<file path="config.mk">
export PLATFORM = sky130hd
export DESIGN_NAME = bootremap_decoder
export DESIGN_NICKNAME = d
export VERILOG_FILES = /design/src/rtl/bootremap_pkg.sv /design/src/rtl/bootremap_rst_sync.sv /design/src/rtl/bootremap_ctrl.sv /design/src/rtl/bootremap_decode.sv /design/src/rtl/bootremap_decoder.sv
export SDC_FILE = /design/constraint.sdc
export NUM_CORES = 1
export LEC_CHECK = 0
export CAP_MARGIN = 15
export CORE_ASPECT_RATIO = 1.25
export CORE_UTILIZATION = 27
export CTS_BUF_LIST = sky130_fd_sc_hd__clkbuf_4 sky130_fd_sc_hd__clkbuf_8
export CTS_CLUSTER_DIAMETER = 80
export DETAILED_ROUTE_END_ITERATION = 10
export PLACE_DENSITY = 0.92
export SETUP_SLACK_MARGIN = 0.5
export SYNTH_ARGS = -nofsm -noshare
export SYNTH_HDL_FRONTEND = slang
export SYNTH_SLANG_ARGS = --single-unit
</file>
<file path="constraint.sdc">
create_clock -name clk -period 1.8 [get_ports clk]
set_input_delay 0.36 -clock clk [delete_from_list [all_inputs] [get_ports clk]]
set_output_delay 0.36 -clock clk [all_outputs]
set_load 0.03 [all_outputs]
</file>
<file path="src/rtl/bootremap_pkg.sv">
package bootremap_pkg;
  typedef enum logic [2:0] {
    RGN_NONE   = 3'd0,
    RGN_BOOT   = 3'd1,
    RGN_SRAM   = 3'd2,
    RGN_PERIPH = 3'd3,
    RGN_EXT    = 3'd4,
    RGN_ABORT  = 3'd5
  } region_e;
endpackage

</file>
<file path="src/rtl/bootremap_rst_sync.sv">
module bootremap_rst_sync #(
  parameter int STAGES = 2
) (
  input  logic clk,
  input  logic rst_n,
  output logic rst_sync_n
);
  logic [STAGES-1:0] sync_q;
  logic [STAGES-1:0] sync_d;

  always_comb sync_d = {sync_q[STAGES-2:0], 1'b1};

  always_ff @(posedge clk or negedge rst_n) begin
    if (!rst_n) sync_q <= '0;
    else        sync_q <= sync_d;
  end

  assign rst_sync_n = sync_q[STAGES-1];
endmodule

</file>
<file path="src/rtl/bootremap_ctrl.sv">
module bootremap_ctrl #(
  parameter int DATA_W = 32
) (
  input  logic              clk,
  input  logic              rst_n,
  input  logic              cfg_we,
  input  logic              cfg_wdata,
  output logic              remap,
  output logic [DATA_W-1:0] cfg_rdata
);
  logic remap_q;
  logic remap_d;
  logic remap_en;

  // only a write of one may change the state; zero writes are dropped
  always_comb begin
    remap_en = cfg_we && cfg_wdata && !remap_q;
    remap_d  = 1'b1;
  end

  always_ff @(posedge clk or negedge rst_n) begin
    if (!rst_n)        remap_q <= 1'b0;
    else if (remap_en) remap_q <= remap_d;
  end

  assign remap     = remap_q;
  assign cfg_rdata = {{(DATA_W-1){1'b0}}, remap_q};
endmodule

</file>
<file path="src/rtl/bootremap_decode.sv">
module bootremap_decode
  import bootremap_pkg::*;
#(
  parameter int                ADDR_W     = 32,
  parameter int                NUM_CS     = 8,
  parameter int                BANK_BITS  = 20,
  parameter logic [ADDR_W-1:0] LOW_LIMIT  = 32'h0010_0000,
  parameter logic [ADDR_W-1:0] SRAM_BASE  = 32'h0030_0000,
  parameter logic [ADDR_W-1:0] SRAM_LIMIT = 32'h0040_0000,
  parameter logic [ADDR_W-1:0] EXT_BASE   = 32'h0040_0000,
  parameter logic [ADDR_W-1:0] EXT_LIMIT  = 32'hFFC0_0000
) (
  input  logic [ADDR_W-1:0] addr,
  input  logic              remap,
  output region_e           rgn,
  output logic [NUM_CS-1:0] cs_vec
);
  localparam logic [ADDR_W-1:0] BANK_SIZE = ADDR_W'(1) << BANK_BITS;

  logic [NUM_CS-1:0] bank_hit;
  logic [NUM_CS-1:0] bank_open;
  logic              in_low, in_sram, in_ext, in_periph, ext_defined;

  // one comparator pair per chip-select bank
  for (genvar i = 0; i < NUM_CS; i++) begin : g_bank
    localparam logic [ADDR_W-1:0] LO = EXT_BASE + ADDR_W'(i) * BANK_SIZE;
    localparam logic [ADDR_W-1:0] HI = LO + BANK_SIZE;
    assign bank_hit[i]  = (addr >= LO) && (addr < HI);
    assign bank_open[i] = (i == 0) ? 1'b1 : remap;
  end

  always_comb begin
    in_low      = addr < LOW_LIMIT;
    in_sram     = (addr >= SRAM_BASE) && (addr < SRAM_LIMIT);
    in_ext      = (addr >= EXT_BASE) && (addr < EXT_LIMIT);
    in_periph   = addr >= EXT_LIMIT;
    ext_defined = |(bank_hit & bank_open);
    rgn         = RGN_NONE;
    cs_vec      = '0;
    if (in_low) begin
      if (remap) rgn = RGN_SRAM;
      else begin
        rgn       = RGN_BOOT;
        cs_vec[0] = 1'b1;
      end
    end else if (in_sram) begin
      rgn = RGN_SRAM;
    end else if (in_ext) begin
      if (ext_defined) begin
        rgn    = RGN_EXT;
        cs_vec = bank_hit & bank_open;
      end else begin
        rgn = RGN_ABORT;
      end
    end else if (in_periph) begin
      rgn = RGN_PERIPH;
    end
  end
endmodule

</file>
<file path="src/rtl/bootremap_decoder.sv">
module bootremap_decoder
  import bootremap_pkg::*;
#(
  parameter int                ADDR_W     = 32,
  parameter int                DATA_W     = 32,
  parameter int                NUM_CS     = 8,
  parameter int                BANK_BITS  = 20,
  parameter logic [ADDR_W-1:0] LOW_LIMIT  = 32'h0010_0000,
  parameter logic [ADDR_W-1:0] SRAM_BASE  = 32'h0030_0000,
  parameter logic [ADDR_W-1:0] SRAM_LIMIT = 32'h0040_0000,
  parameter logic [ADDR_W-1:0] EXT_BASE   = 32'h0040_0000,
  parameter logic [ADDR_W-1:0] EXT_LIMIT  = 32'hFFC0_0000
) (
  input  logic              clk,
  input  logic              rst_n,
  input  logic              acc_strobe,
  input  logic [ADDR_W-1:0] acc_addr,
  input  logic              cfg_we,
  input  logic              cfg_wdata,
  output logic [DATA_W-1:0] cfg_rdata,
  output logic              sel_boot,
  output logic              sel_sram,
  output logic              sel_periph,
  output logic              sel_ext,
  output logic [NUM_CS-1:0] cs_sel,
  output logic              abort_o
);
  logic              rst_sync_n;
  logic              remap;
  region_e           rgn;
  logic [NUM_CS-1:0] cs_vec;

  bootremap_rst_sync #(.STAGES(2)) u_rst (
    .clk        (clk),
    .rst_n      (rst_n),
    .rst_sync_n (rst_sync_n)
  );

  bootremap_ctrl #(.DATA_W(DATA_W)) u_ctrl (
    .clk       (clk),
    .rst_n     (rst_sync_n),
    .cfg_we    (cfg_we),
    .cfg_wdata (cfg_wdata),
    .remap     (remap),
    .cfg_rdata (cfg_rdata)
  );

  bootremap_decode #(
    .ADDR_W     (ADDR_W),
    .NUM_CS     (NUM_CS),
    .BANK_BITS  (BANK_BITS),
    .LOW_LIMIT  (LOW_LIMIT),
    .SRAM_BASE  (SRAM_BASE),
    .SRAM_LIMIT (SRAM_LIMIT),
    .EXT_BASE   (EXT_BASE),
    .EXT_LIMIT  (EXT_LIMIT)
  ) u_dec (
    .addr   (acc_addr),
    .remap  (remap),
    .rgn    (rgn),
    .cs_vec (cs_vec)
  );

  always_comb begin
    sel_boot   = acc_strobe && (rgn == RGN_BOOT);
    sel_sram   = acc_strobe && (rgn == RGN_SRAM);
    sel_periph = acc_strobe && (rgn == RGN_PERIPH);
    sel_ext    = acc_strobe && (rgn == RGN_EXT);
    abort_o    = acc_strobe && (rgn == RGN_ABORT);
    cs_sel     = acc_strobe ? cs_vec : '0;
  end
endmodule

</file>
---- Word-level counts from Yosys, hierarchy flattened ----
Cells that the tools add are included.
word-level totals
  register bits ........................... 3
  output and inout bits ................... 45
operators by class
  mux-type cells .......................... 13
  $lt $le $gt $ge ......................... 21
  reduce and logical (&&, ||, !) cells .... 19
  equal/unequal tests ..................... 5
  bitwise logic cells ..................... 1
operators with widths
  kind                  count
  $lt 32x24->1 const B  5
  $ge 32x23->1 const B  4
  $ge 32x24->1 const B  4
  $lt 32x23->1 const B  4
  $ge 32x22->1 const B  1
  $ge 32x32->1 const B  1
  $lt 32x21->1 const B  1
  $lt 32x32->1 const B  1
  $mux 8                4
  $logic_and 1x1->1     17
  $mux 3                3
  $and 8x8->8           1
  $reduce_or 8->1       1
  $mux 7                1
  $eq 3x2->1 const B    2
  $eq 3x3->1 const B    2
  $mux 2                2
  $eq 3x1->1 const B    1
  $mux 1                3
  $logic_not 1->1       1

---- Longest topological paths before layout ----
Gate-level depths: netlist of the first run.
  depth after elaboration ................. 10
  mapped depth ............................ 3
  mapped depth without buffers ............ 3

---- Hierarchy ----
From an unflattened synthesis of the first run, not the netlist that was laid out.
second synthesis, totals
  cell total of the unflattened synthesis .. 91
  area, all modules ....................... 734.5 um^2
modules (own cells, without submodules)
  module              cells an instance  area an instance (um^2)  times used
  bootremap_ctrl      35                 276.5                    1
  bootremap_decode    39                 276.5                    1
  bootremap_decoder   14                 127.6                    1
  bootremap_rst_sync  3                  53.8                     1

---- Worst setup path before layout of the first run ----
OpenSTA, ideal clock, no wires.
  path type ............................... input to output
  start point ............................. input port acc_addr[30]
  end point ............................... output port sel_ext
  setup slack ............................. -0.453 ns
  data arrival time ....................... 1.893 ns
  cell stages on the path ................. 3
  required time ........................... 1.440 ns
  cell sequence ........................... nor4_4 nand2_1 nor4_1
on the way
  longest elaborated chain between the ends .. 10
  elaborated cells on any way between the ends .. 40
RTL lines
  what                                  line                                            text
  start: declaration                    bootremap_decoder.sv:17                         input logic [ADDR_W-1:0] acc_addr,
  $ge 32x23->1 (tied with other cells)  bootremap_decode.sv:28, bootremap_decode.sv:35
  $logic_and 1x1->1                     bootremap_decode.sv:28                          assign bank_hit[i] = (addr >= LO) && (addr < HI);
  $and 8x8->8                           bootremap_decode.sv:37                          ext_defined = |(bank_hit & bank_open);
  $reduce_or 8->1                       bootremap_decode.sv:37
  $mux 1                                bootremap_decode.sv:49                          if (ext_defined) begin
  $mux 3                                bootremap_decode.sv:48                          end else if (in_ext) begin
  $mux 3                                bootremap_decode.sv:46                          end else if (in_sram) begin
  $mux 3 (*)                            bootremap_decode.sv:40                          if (in_low) begin
  $eq 3x3->1 (*)                        bootremap_decoder.sv:68                         sel_ext = acc_strobe && (rgn == RGN_EXT);
  $logic_and 1x1->1 (*)                 bootremap_decoder.sv:68
  end: declaration                      bootremap_decoder.sv:24                         output logic sel_ext,
Every way passes the cells marked *; elsewhere a longest branch is shown, timed or not.

---- Worst setup path after layout of the first run ----
  start point ............................. input port acc_addr[26]
  end point ............................... output port cs_sel[0]
on the way
  longest elaborated chain between the ends .. 9
  elaborated cells on any way between the ends .. 37
RTL lines
  what                                  line                                            text
  $ge 32x23->1 (tied with other cells)  bootremap_decode.sv:28, bootremap_decode.sv:35
  $logic_and 1x1->1                     bootremap_decode.sv:28
  $and 8x8->8                           bootremap_decode.sv:37, bootremap_decode.sv:51
  $reduce_or 8->1                       bootremap_decode.sv:37
  $mux 8                                bootremap_decode.sv:49
  $mux 8                                bootremap_decode.sv:48
  $mux 8                                bootremap_decode.sv:46
  $mux 1 (*)                            bootremap_decode.sv:40
  $mux 8 (*)                            bootremap_decoder.sv:70                         cs_sel = acc_strobe ? cs_vec : '0;
  end: declaration                      bootremap_decoder.sv:25                         output logic [NUM_CS-1:0] cs_sel,
Marks and branches as above.

==> run metrics, run 1 <==
Top FF cell, synth dfrtp_1; Pre-Repair DR Iteration Count 3; largest net degree at the start of global routing 7; fraction of layout cells with a size suffix above 1 61.8%; CP arrival 1800 ps; DRC Markers 0; CP Data Required Time 1440 ps; Synth cell types 28; final hold violation count 0; Final nets 195; Die Width 46.4 um; switching power 0.192 mW; setup TNS -3060 ps; root buffer cell clkbuf_4; post-route insts no fill 188; Clock Sink Count 3; CTS tree built; Int Power 0.250 mW; Post-Syn Area per Cell 7.82 um2; drt via density 4.30; fin crit share 120%; CP startpoint kind input pin; WL per Instance 12.8 um; status complete, but fails checks; Final WS setup -358 ps; H-tree levels 1; Flop pwr share 16.1%; vias in the first global route 836; drt total wl 2400 um; dpl cells 172; HPWL after DPL 1620 um; VDD IR-drop max 0.000285 V; post-synthesis async set-or-reset flop share 100%; failing checks setup timing; Hold Path Class flip-flop to asynchronous set/reset pin; Iter 0 DRT Violations 6; critical path type input pin to output pin; antenna violations before repair 0; Fin Clk Skew 0.681 ps; Post-Synthesis Cells 85; number of I/O pins 82; Die ar. 2660 um2; Port Buffers 30; initial core utilization 29.4%; row count 19; CP Max Fanout 4; sequential fraction of the synthesis area 11.3%; TritonCTS buffer count 3; Final Util 62.9%; Ant. Diodes 0; EDFF count, synth 0; pwr dens 311 nW/um2; GRT overflow 0; hold_ws 9.03 ps; Die H 57.5 um; combinational group share of total power 53.8%; worst slack, placed -799 ps; Leak 0.660 nW; minimum clock period 2160 ps; Area growth, synth to finish 114%; vias post-DR 808; Total GRT Usage 18.3%; Ys Warns 0; synthesized area 664 um2; Switching Share 43.4%; setup slack, reg-to-reg 980 ps; Clk network pwr share 30.1%; RSZ-0062 raised after global routing yes; Fmax achieved 463 MHz; register bit total from synthesis 3; clk buf depth 2; post-route ant nets 0; Core ar. 2260 um2; crit end category output pin; Max Slew Vio Count 0; Final Setup Violations 13; first-pass GRT wire length 3390 um; maxcap violations 0; clock transition at the registers of the reported paths 40 ps; clk_lat worst skew 230 ps; GP Congestion 0.869
==> kinds of logic after synthesis <==
group | share of synthesized area (%)
flops | 11.3
other cells | 1.13
compound gates | 16.2
buf+inv | 37.3
simple gates | 32.8
xor+xnor | 1.32
==> worst paths after layout <==
path	endpoint	cells past startpoint	from
setup / recovery	cs_sel[0]	9	acc_addr[26]
hold / removal	u_ctrl.remap	0	u_rst.sync_q[1]
setup reg to reg	u_ctrl.remap	2	u_ctrl.remap
hold reg to reg	u_ctrl.remap	0	u_rst.sync_q[1]
max in group asynchronous	u_rst.sync_q[0]	1	rst_n
min in group clk	u_rst.sync_q[1]	0	u_rst.sync_q[0]
==> Yosys cell counts (all sizes together) (2+ instances only) <==
| cell | instances | share of area, % |
|---|---|---|
| buf | 32 | 36 |
| nand2 | 6 | 3.8 |
| nor3 | 4 | 3.0 |
| conb | 2 | 1.1 |
| nand3 | 2 | 1.5 |
| nand2b | 3 | 2.8 |
| a2111oi | 2 | 4.5 |
| nor4 | 4 | 8.3 |
| nor2 | 5 | 2.8 |
| inv | 2 | 1.1 |
| dfrtp | 3 | 11 |
| and3 | 3 | 2.8 |
| nand4 | 4 | 3.8 |
==> cell type report <==
type / count / area [um2]
flip-flops and latches: 3 / 75.1
clock buffers: 4 / 30.0
inverters: 2 / 7.51
well taps: 31 / 38.8
fillers: 197 / 838
repair buffers: 70 / 637
multi-input cells: 78 / 632
==> repair_timing <==
item | 4_1_cts | 5_1_grt
endpoints found under the setup margin | 14 | 14
setup buffers | 9 | 3
gates cloned | 0 | 0
gates resized for setup | 72 | 27
pin swaps | 14 | 10
hold buffers | 0 | 0
==> worst max-delay path, cell delays in order <==
cell,delay [ps]
buf_6,100
buf_6,110
nor4_4,290
buf_4,170
buf_4,110
nand4_1,100
buf_6,170
a2111oi_4,180
buf_4,210
==> cell usage in the layout, fill, tap and decap left out, types with 2 or more instances in the layout <==
| master | n |
|---|---|
| a2111oi_4 | 2 |
| and3_2 | 2 |
| buf_2 | 4 |
| buf_4 | 37 |
| buf_6 | 21 |
| clkbuf_4 | 4 |
| clkdlybuf4s50_1 | 4 |
| conb_1 | 32 |
| dfrtp_1 | 3 |
| dlygate4sd2_1 | 2 |
| inv_1 | 2 |
| nand2_1 | 2 |
| nand2_2 | 4 |
| nand2b_1 | 3 |
| nand3_1 | 2 |
| nand4_1 | 4 |
| nor2_4 | 4 |
| nor3_4 | 3 |
| nor4_4 | 3 |
==> flip-flops by register name (all words and copies together), names as in the netlist <==
signal	cells
u_ctrl.remap	1
u_rst.sync_q	2
==> power by group through the flow <==
stage               logic [mW]  registers (mW)  clock network (mW)
floorplan                0.171          0.0715                   0
global placement         0.205          0.0716                   0
detailed placement       0.209          0.0719                   0
CTS                      0.226          0.0711               0.139
global route             0.252          0.0713               0.139
finish                   0.238          0.0711               0.133
==> per-stage QoR <==
step / total power, mW / instance area (um2)
2_1_floorplan: 0.242 / 847
3_3_place_gp: 0.276 / 1150
3_5_place_dp: 0.281 / 1150
4_1_cts: 0.436 / 1360
5_1_grt: 0.462 / 1420
6_report: 0.442 / 1420
==> per-layer routing <==
layer	up-vias	GRT usage [%]	part of all wire [%]
met5	-	0	0
met4	0	12.6	2.0
met3	5	2.22	5.2
met2	47	36.7	63
met1	374	14.3	29
li1	382	-	-
(Power assumes the default switching activity.)
==> run 2, diff against run 1 <==
SKIP_CTS_REPAIR_TIMING = 1   (was not set)
==> run metrics, run 2 (synthesis results as in run 1) <==
clk buf depth 2 (unchanged); Clock Sink Count 3 (unchanged); maxcap violations 0 (unchanged); vias in the first global route 739 (-12%); drt via density 4.37 (+1.6%); VDD IR-drop max 0.000283 V (-0.38%); DRC Markers 0 (unchanged); Final Setup Violations 13 (unchanged); Hold Path Class flip-flop to asynchronous set/reset pin; vias post-DR 812 (+0.50%); post-route insts no fill 186 (-1.1%); Ant. Diodes 0 (unchanged); CTS tree built; Total GRT Usage 14.4% (-3.9 points); post-route ant nets 0 (unchanged); Die H 57.5 um (unchanged); Reg-to-Reg Start u_ctrl.remap; fin crit share 123% (+3.1 points); Pre-Repair DR Iteration Count 4 (+1); HPWL after DPL 1620 um (unchanged); failing checks setup timing; Die Width 46.4 um (unchanged); CP Data Required Time 1440 ps (about the same); CP startpoint kind input pin; CP Max Fanout 2 (-2); worst slack, placed -799 ps (unchanged); Die ar. 2660 um2 (unchanged); initial core utilization 29.4% (unchanged); critical path type input pin to output pin; clock transition at the registers of the reported paths 40 ps (about the same); placed inst area 1150 um2 (unchanged); hold_ws 8.36 ps (-0.665 ps); row count 19 (unchanged); met1 Use GR 11.9% (-2.4 points); clk_lat worst skew 230 ps (about the same); CP arrival 1850 ps (+50 ps); status complete, but fails checks; met3 Track Usage GR 2.85% (+0.63 points); Core ar. 2260 um2 (unchanged); FF-to-FF End u_ctrl.remap; commonest non-fill, non-tap cell in the layout buf_4; Final Util 61.7% (-1.2 points); commonest non-fill, non-tap cells in the layout buf_4, conb_1, buf_6, dlymetal6s2s_1; Fmax achieved 452 MHz (-2.5%); Final nets 193 (-1.0%); CP startpoint acc_addr[31]; Port Buffers 30 (unchanged); RSZ-0062 raised after global routing yes; global routing's busiest layer met2; Iter 0 DRT Violations 11 (+5); number of I/O pins 82 (unchanged); H-tree levels 1 (unchanged); root buffer cell clkbuf_4; Area growth, synth to finish 110%; largest net degree at the start of global routing 8 (+1); crit end category output pin; Fin Clk Skew 0.657 ps (-0.0231 ps); Largest register FFs 2 (unchanged); final hold violation count 0 (unchanged); drt total wl 2270 um (-5.3%); WL per Instance 12.2 um (-4.3%); GRT overflow 0 (unchanged); GR Layer Usage met2 27.8% (-8.9 points); dpl cells 172 (unchanged); design area 1390 um2 (-1.9%); total power 0.433 mW (-2.1%); TritonCTS buffer count 3 (unchanged); GP Congestion 0.869 (unchanged); Max Slew Vio Count 0 (unchanged); fraction of layout cells with a size suffix above 1 53.5% (-8.2 points); reg2reg path depth 2 (unchanged); pwr dens 311 nW/um2 (-0.13%); minimum clock period 2210 ps (+55.8 ps); setup TNS -2970 ps (+89.0 ps); first-pass GRT wire length 2770 um (-18%); Top reg by flops u_rst.sync_q; setup slack, reg-to-reg 990 ps (about the same); antenna violations before repair 0 (unchanged); Final WS setup -413 ps (-55.8 ps); Leak 0.705 nW (+6.8%)
run 2: area by class of cell:
type	count	area (um2)
sequential	3	75.1
inverter	2	7.51
fill	196	866
tap	31	38.8
timing repair buffer	68	644
clock buffer	4	30.0
multi-input combinational	78	597
run 2: worst max-delay path, cell delays in order:
cell and delay [ps]:
dlymetal6s2s_1 150, nand4_1 190, or4_4 470, buf_6 150, a2111oi_4 320, clkbuf_16 210
run 2: report_power, final:
| group | switching (mW) | internal (mW) |
|---|---|---|
| Clock | 0.0352 | 0.0981 |
| Combinational | 0.151 | 0.0780 |
| Sequential | 0.000887 | 0.0701 |
| Total | 0.187 | 0.246 |
run 2: how the worst max path moves through the flow:
stage	cells past startpoint	to
5_1_grt	7	sel_sram
3_5_place_dp	5	abort_o
6_report	6	sel_sram
4_1_cts	5	abort_o
2_1_floorplan	3	sel_periph
3_3_place_gp	6	sel_sram
run 2: per-layer routing:
metal	vias to the layer above	share of wire, %
li1	378	-
met1	378	31
met2	50	60
met3	6	6.5
met4	0	2.4
met5	-	0
